## src/rtl/sd_sync_pkg.sv

```systemverilog
package sd_sync_pkg;

  typedef struct packed {
    int h_total;      // clocks per line (even)
    int h_active;     // visible pixels per line
    int hs_gap;       // clocks from end of active to hsync
    int hs_width;     // hsync low clocks
    int f_lines;      // whole lines per field
    int vs_full;      // whole lines of vsync before the half line
    int v_act_start;  // first active line within a field
    int v_active;     // active lines per field
  } timing_t;

  localparam timing_t TIM_625 = '{864, 720, 12, 64, 312, 2, 23, 288};

  function automatic int lin_pos(timing_t t, int v, int h);
    return v * t.h_total + h;
  endfunction

  function automatic int f2_start(timing_t t);
    return t.f_lines * t.h_total + t.h_total / 2;
  endfunction

  function automatic logic in_hsync(timing_t t, int h);
    return (h >= t.h_active + t.hs_gap) && (h < t.h_active + t.hs_gap + t.hs_width);
  endfunction

  function automatic logic in_field2(timing_t t, int v, int h, logic il);
    return il && (lin_pos(t, v, h) >= f2_start(t));
  endfunction

  function automatic logic in_vsync(timing_t t, int v, int h, logic il);
    int p;
    int len;
    p   = lin_pos(t, v, h);
    len = t.vs_full * t.h_total + t.h_total / 2;
    return (p < len) || (il && p >= f2_start(t) && p < f2_start(t) + len);
  endfunction

  // Row within the field, or -1 when the position is blanked.
  function automatic int act_row(timing_t t, int v, int h, logic il);
    int rel;
    rel = in_field2(t, v, h, il) ? v - (t.f_lines + t.v_act_start) : v - t.v_act_start;
    if (rel >= 0 && rel < t.v_active && h < t.h_active) return rel;
    return -1;
  endfunction

endpackage

```

## src/rtl/sd_sync_hcount.sv

```systemverilog
module sd_sync_hcount #(
  parameter int H_TOTAL = 864,
  parameter int HW      = 10
) (
  input  logic          clk_i,
  input  logic          rst_i,
  output logic [HW-1:0] h_o,
  output logic          line_end_o
);
  assign line_end_o = (h_o == HW'(H_TOTAL - 1));

  always_ff @(posedge clk_i) begin
    if (rst_i)           h_o <= '0;
    else if (line_end_o) h_o <= '0;
    else                 h_o <= h_o + 1'b1;
  end
endmodule

```

## src/rtl/sd_sync_vcount.sv

```systemverilog
module sd_sync_vcount #(
  parameter int F_LINES = 312,
  parameter int VW      = 10
) (
  input  logic          clk_i,
  input  logic          rst_i,
  input  logic          il_i,
  input  logic          line_end_i,
  output logic [VW-1:0] v_o,
  output logic          il_o,
  output logic          frame_end_o
);
  logic [VW-1:0] last_line;

  // Interlaced: 2*F_LINES+1 lines per frame; progressive: F_LINES lines.
  assign last_line   = il_o ? VW'(2 * F_LINES) : VW'(F_LINES - 1);
  assign frame_end_o = line_end_i && (v_o == last_line);

  always_ff @(posedge clk_i) begin
    if (rst_i) begin
      v_o  <= '0;
      il_o <= il_i;
    end else if (frame_end_o) begin
      v_o  <= '0;
      il_o <= il_i;
    end else if (line_end_i) begin
      v_o  <= v_o + 1'b1;
    end
  end
endmodule

```

## src/rtl/sd_sync_decode.sv

```systemverilog
module sd_sync_decode
  import sd_sync_pkg::*;
#(
  parameter timing_t TIM = TIM_625,
  parameter int      HW  = 10,
  parameter int      VW  = 10,
  parameter int      XW  = 10,
  parameter int      YW  = 10
) (
  input  logic [HW-1:0] h_i,
  input  logic [VW-1:0] v_i,
  input  logic          il_i,
  output logic          hsync_n_o,
  output logic          vsync_n_o,
  output logic          active_o,
  output logic          field_o,
  output logic [XW-1:0] pix_x_o,
  output logic [YW-1:0] pix_y_o
);
  int h_int;
  int v_int;
  int row;

  always_comb begin
    h_int     = int'(h_i);
    v_int     = int'(v_i);
    row       = act_row(TIM, v_int, h_int, il_i);
    hsync_n_o = !in_hsync(TIM, h_int);
    vsync_n_o = !in_vsync(TIM, v_int, h_int, il_i);
    field_o   = in_field2(TIM, v_int, h_int, il_i);
    active_o  = (row >= 0);
    pix_x_o   = '0;
    pix_y_o   = '0;
    if (active_o) begin
      pix_x_o = XW'(h_int);
      pix_y_o = il_i ? YW'(2 * row + (field_o ? 1 : 0)) : YW'(row);
    end
  end
endmodule

```

## src/rtl/sd_sync_gen.sv

```systemverilog
module sd_sync_gen
  import sd_sync_pkg::*;
#(
  parameter timing_t TIM = TIM_625,
  parameter int      XW  = 10,
  parameter int      YW  = 10
) (
  input  logic          clk_i,
  input  logic          rst_i,
  input  logic          interlace_i,
  output logic          hsync_n_o,
  output logic          vsync_n_o,
  output logic          active_o,
  output logic          field_o,
  output logic [XW-1:0] pix_x_o,
  output logic [YW-1:0] pix_y_o
);
  localparam int HW = $clog2(TIM.h_total);
  localparam int VW = $clog2(2 * TIM.f_lines + 1);

  logic [HW-1:0] h_q;
  logic [VW-1:0] v_q;
  logic          il_q;
  logic          line_end;
  logic          frame_end;

  sd_sync_hcount #(.H_TOTAL(TIM.h_total), .HW(HW)) u_hcount (
    .clk_i      (clk_i),
    .rst_i      (rst_i),
    .h_o        (h_q),
    .line_end_o (line_end)
  );

  sd_sync_vcount #(.F_LINES(TIM.f_lines), .VW(VW)) u_vcount (
    .clk_i       (clk_i),
    .rst_i       (rst_i),
    .il_i        (interlace_i),
    .line_end_i  (line_end),
    .v_o         (v_q),
    .il_o        (il_q),
    .frame_end_o (frame_end)
  );

  sd_sync_decode #(.TIM(TIM), .HW(HW), .VW(VW), .XW(XW), .YW(YW)) u_decode (
    .h_i       (h_q),
    .v_i       (v_q),
    .il_i      (il_q),
    .hsync_n_o (hsync_n_o),
    .vsync_n_o (vsync_n_o),
    .active_o  (active_o),
    .field_o   (field_o),
    .pix_x_o   (pix_x_o),
    .pix_y_o   (pix_y_o)
  );
endmodule

```

## config.mk

```make
export PLATFORM = sky130hd
export DESIGN_NAME = sd_sync_gen
export DESIGN_NICKNAME = d
export VERILOG_FILES = /design/src/rtl/sd_sync_pkg.sv /design/src/rtl/sd_sync_hcount.sv /design/src/rtl/sd_sync_vcount.sv /design/src/rtl/sd_sync_decode.sv /design/src/rtl/sd_sync_gen.sv
export SDC_FILE = /design/constraint.sdc
export NUM_CORES = 1
export LEC_CHECK = 0
export ABC_AREA = 1
export CELL_PAD_IN_SITES_DETAIL_PLACEMENT = 1
export CELL_PAD_IN_SITES_GLOBAL_PLACEMENT = 1
export CORE_MARGIN = 10
export CORE_UTILIZATION = 35
export CTS_BUF_LIST = sky130_fd_sc_hd__clkbuf_4 sky130_fd_sc_hd__clkbuf_8
export CTS_CLUSTER_SIZE = 8
export DETAILED_ROUTE_END_ITERATION = 10
export PLACE_DENSITY = 0.68
export SETUP_SLACK_MARGIN = 0.3
export SYNTH_ARGS = -nofsm -noshare
export SYNTH_HDL_FRONTEND = slang
export SYNTH_SLANG_ARGS = --single-unit
```

## constraint.sdc

```tcl
create_clock -name clk_i -period 12.6 [get_ports clk_i]
set_input_delay 1.89 -clock clk_i [delete_from_list [all_inputs] [get_ports clk_i]]
set_output_delay 1.89 -clock clk_i [all_outputs]
set_load 0.005 [all_outputs]
```

==> qor.txt <==
PLACED DESIGN
----------------------------------------------------------------------------------------------------
Number of port buffers ................................................................           26
Routability congestion estimate .......................................................       0.8784
Post-placement cell area ..............................................................     3854 um2
Final HPWL DP .........................................................................      8662 um

SYNTHESIS
----------------------------------------------------------------------------------------------------
Avg Inst Size Synth ...................................................................    6.458 um2
Yosys top cell area share .............................................................       16.33%
Share of async-settable or async-resettable flops after synthesis .....................           0%
Synth Flop Type ....................................................................... sky130_fd_sc_hd__dfxtp_1
Flop and latch count out of synthesis .................................................           21
Cell type with the largest total area after synthesis ................................. sky130_fd_sc_hd__ha_1
Post-synth EDFFs ......................................................................            1
Seq/Total Area, Yosys .................................................................       12.48%
Netlist area before placement .........................................................     3448 um2
Synthesized net count .................................................................          594
YS warnings ...........................................................................            0
Library cells used by synthesis .......................................................           43
Largest cells by area after synthesis ................................................. sky130_fd_sc_hd__ha_1 16%, sky130_fd_sc_hd__nand2_1 13%, sky130_fd_sc_hd__dfxtp_1 12%, sky130_fd_sc_hd__inv_1 9.7%, sky130_fd_sc_hd__fa_1 7.0%
Synthesized instance count ............................................................          534

WORST SETUP PATH
----------------------------------------------------------------------------------------------------
Worst path slowest cell ............................................................... sky130_fd_sc_hd__clkdlybuf4s50_1
Number of buffers and inverters on the critical path ..................................            3
Largest fanout on the critical path ...................................................           21
Nature of the critical path endpoint ..................................................   output pin
Required time worst endpoint ..........................................................     10710 ps
Cell seen most often among critical-path stages ....................................... sky130_fd_sc_hd__nand2_1
Largest delay contributor family on the critical path ................................. simple AND/OR/NAND/NOR gates
Worst setup SP type ...................................................................     register
CP max stage delay ....................................................................       550 ps
Type of the worst setup path .......................................................... register to output pin
Arrival time of the worst setup path ..................................................      7350 ps

JOB
----------------------------------------------------------------------------------------------------
Number of maximum-capacitance violations ..............................................            0

STA
----------------------------------------------------------------------------------------------------
RSZ-0062 raised after global routing ..................................................        false
Number of endpoints with negative hold slack in the final report ......................            0
Maximum clock skew at final layout ....................................................     5.644 ps
Tightest hold margin ..................................................................     459.6 ps
Final setup vio count .................................................................            0
Final-layout setup total negative slack ...............................................         0 ps
Post-route clock period utilization ...................................................       73.37%
Highest clock frequency the design can meet ...........................................   0.1082 GHz
Final worst path period need ..........................................................      9245 ps
Normalized max-slew margin ............................................................       51.10%
Number of pins with negative max-slew slack in the final report .......................            0
Slew at the pin with the worst max-slew slack .........................................     715.0 ps

FINAL LAYOUT
----------------------------------------------------------------------------------------------------
Share of layout cells above drive strength 1 ..........................................       8.750%
Area of combinational cells with multiple inputs ......................................     2633 um2
Register Area .........................................................................    430.4 um2
Fill cell total of the finished layout ................................................         1313
Number of nets in the layout ..........................................................          621
Post-Layout Inst Area .................................................................     3900 um2
Synth-to-Final Area Change ............................................................       13.10%
Antenna diode instance count ..........................................................            0

ROUTE
----------------------------------------------------------------------------------------------------
Wire length per cell after detailed routing ...........................................     14.77 um
Routed Antenna Nets ...................................................................            0
Number of optimization iterations in the first detailed-route pass ....................            4
Remaining design rule violation count .................................................            0
Vias after detailed routing ...........................................................         3412
Ratio of routed vias to standard cells ................................................        4.924
First-iteration detailed-routing DRC count ............................................           92
DRT Wirelength ........................................................................     10230 um

CLOCK NETWORK
----------------------------------------------------------------------------------------------------
Clock tree from TritonCTS .............................................................         done
Cell at the root of the clock tree .................................................... sky130_fd_sc_hd__clkbuf_8
Number of cells upsized or downsized after cts ........................................            0
Max Buffers Root-to-Sink ..............................................................            2
Clock sink count ......................................................................           21
# H-tree levels .......................................................................            1
# hold bufs at CTS ....................................................................            0
Clock buffer count from CTS ...........................................................            3
Clock-pin slew reported for the worst setup and hold paths after clock tree synthesis .        90 ps
Clock latency on the worst-skew pair ..................................................       290 ps
Setup bufs post-CTS ...................................................................            0

HOLD PATH
----------------------------------------------------------------------------------------------------
Class of the tightest hold or removal check ........................................... register to register

FLOORPLANNING
----------------------------------------------------------------------------------------------------
Core Region ...........................................................................     9684 um2
Starting Density ......................................................................       35.61%
Die X-Extent ..........................................................................     119.3 um
DIE HEIGHT ............................................................................     119.3 um
I/O pin total .........................................................................           27
FP Rows ...............................................................................           36
Die area ..............................................................................    14220 um2

PWR
----------------------------------------------------------------------------------------------------
Reported leakage power ................................................................     2.006 nW
Power density over the cells .......................................................... 32.64 nW/um2
Worst IR Drop VDD ..................................................................... 0.00002771 V

GRT
----------------------------------------------------------------------------------------------------
Gr ovfl total .........................................................................            0
Global-route wire length before repair ................................................     17570 um
Vias in the first global route ........................................................         3551
Antenna violations before repair ......................................................            0
Total global routing track utilization ................................................       14.70%
Maximum number of pins on one net before global-route repair ..........................           22

OUTCOME
----------------------------------------------------------------------------------------------------
Run status ............................................................................ complete, no violations

-- stage by stage --
stage / cells / utilization, % / total power, mW / worst slack, ps
final: 693 / 40.27 / 0.1273 / 3355
after global routing: 693 / 40.27 / 0.1325 / 2575
after CTS: 693 / 40.27 / 0.1282 / 3270
after detailed placement: 689 / 39.79 / 0.07890 / 3622
after global placement: 689 / 39.79 / 0.07870 / 3766
after floorplan: 534 / - / 0.07642 / 5222
-- flip-flops by register name, summed over array words and instances (netlist names) --
name,flops
u_hcount.h_o,10
u_vcount.v_o,10
u_vcount.il_o,1
-- area by class of cell --
class                      instances  share of cell area (%)
inverter                          97                   9.336
clock buffer                       3                   1.059
multi-input combinational        412                   67.50
clock inverter                     1                  0.1283
tap                              133                   4.267
timing repair buffer              26                   6.673
sequential                        21                   11.04
-- worst register-to-register path, cell delays in order, from the launching register on --
cell	delay [ps]
sky130_fd_sc_hd__edfxtp_1	690
sky130_fd_sc_hd__clkinv_1	400
sky130_fd_sc_hd__nor3_1	220
sky130_fd_sc_hd__a21oi_1	90
sky130_fd_sc_hd__a2111oi_0	640
sky130_fd_sc_hd__a21oi_1	360
sky130_fd_sc_hd__inv_1	350
-- where the power goes --
group	internal [mW]	switching [mW]	leakage, nW
sequential	0.0680	0.00171	0.171
combinational	0.00285	0.00479	1.81
clock	0.0223	0.0277	0.0255
total	0.0931	0.0342	2.01
-- worst paths after layout --
| kind | from | to | slack [ps] | cells after the start |
|---|---|---|---|---|
| max | u_vcount.v_o[0] | pix_y_o[3] | 3360 | 33 |
| min | u_hcount.h_o[0] | u_hcount.h_o[0] | 460 | 1 |
| max reg2reg | u_vcount.il_o | u_vcount.il_o | 9540 | 6 |
| min reg2reg | u_hcount.h_o[0] | u_hcount.h_o[0] | 460 | 1 |
-- layer usage --
layer | routed length, um | vias up | GRT usage, %
met4 | 161 | 0 | 4.351
met3 | 428 | 10 | 2.409
met1 | 4783 | 1594 | 18.05
met5 | 0 | - | 0
li1 | - | 1761 | -
met2 | 4861 | 47 | 25.66
-- cell families (layout without fill, tap and decap cells) --
logic type / count (synthesis) / count (layout) / share of synthesized area, %
AND/OR/NAND/NOR: 275 / 275 / 37.70
XOR/XNOR: 21 / 21 / 5.552
adder cells (fa/ha/maj): 57 / 57 / 23.29
buffers and inverters: 101 / 127 / 11.18
AO/OA/AOI/OAI: 59 / 59 / 9.798
flip-flops: 21 / 21 / 12.48
-- cells in the mapped netlist, types with 2 or more instances --
library cell               instances
sky130_fd_sc_hd__a21oi_1          27
sky130_fd_sc_hd__a21oi_2           2
sky130_fd_sc_hd__a31oi_1           3
sky130_fd_sc_hd__buf_2             2
sky130_fd_sc_hd__clkinv_1          2
sky130_fd_sc_hd__dfxtp_1          20
sky130_fd_sc_hd__fa_1             12
sky130_fd_sc_hd__ha_1             45
sky130_fd_sc_hd__inv_1            89
sky130_fd_sc_hd__inv_2             6
sky130_fd_sc_hd__nand2_1         119
sky130_fd_sc_hd__nand2_2          16
sky130_fd_sc_hd__nand3_1          39
sky130_fd_sc_hd__nand3_2           4
sky130_fd_sc_hd__nand4_1          13
sky130_fd_sc_hd__nor2_1           49
sky130_fd_sc_hd__nor2_2            5
sky130_fd_sc_hd__nor2_4            6
sky130_fd_sc_hd__nor3_1           13
sky130_fd_sc_hd__nor3b_1           3
sky130_fd_sc_hd__o21ai_0          14
sky130_fd_sc_hd__o21ai_1           2
sky130_fd_sc_hd__o21bai_1          3
sky130_fd_sc_hd__or2_2             3
sky130_fd_sc_hd__xnor2_1           7
sky130_fd_sc_hd__xor2_1           13
-- layout by cell type, fill, tap and decap left out, drive strengths merged --
cell type | Yosys | final
clkinv | 2 | 3
nor3b | 3 | 3
nand2 | 136 | 136
xnor2 | 7 | 7
clkdlybuf4s50 | 0 | 26
o211ai | 1 | 1
fa | 12 | 12
edfxtp | 1 | 1
a21oi | 29 | 29
clkbuf | 2 | 3
o21ai | 16 | 16
o21bai | 3 | 3
o21a | 1 | 1
nand4 | 13 | 13
xor2 | 14 | 14
a31oi | 3 | 3
a41oi | 1 | 1
or3 | 1 | 1
or2 | 3 | 3
nor2 | 60 | 60
a2111oi | 1 | 1
dfxtp | 20 | 20
a21o | 1 | 1
a211o | 1 | 1
ha | 45 | 45
a211oi | 1 | 1
nor3 | 14 | 14
nand3b | 1 | 1
o31ai | 1 | 1
nand3 | 43 | 43
nor4 | 1 | 1
inv | 95 | 95
Note: power is estimated with default switching activity, not from simulation.
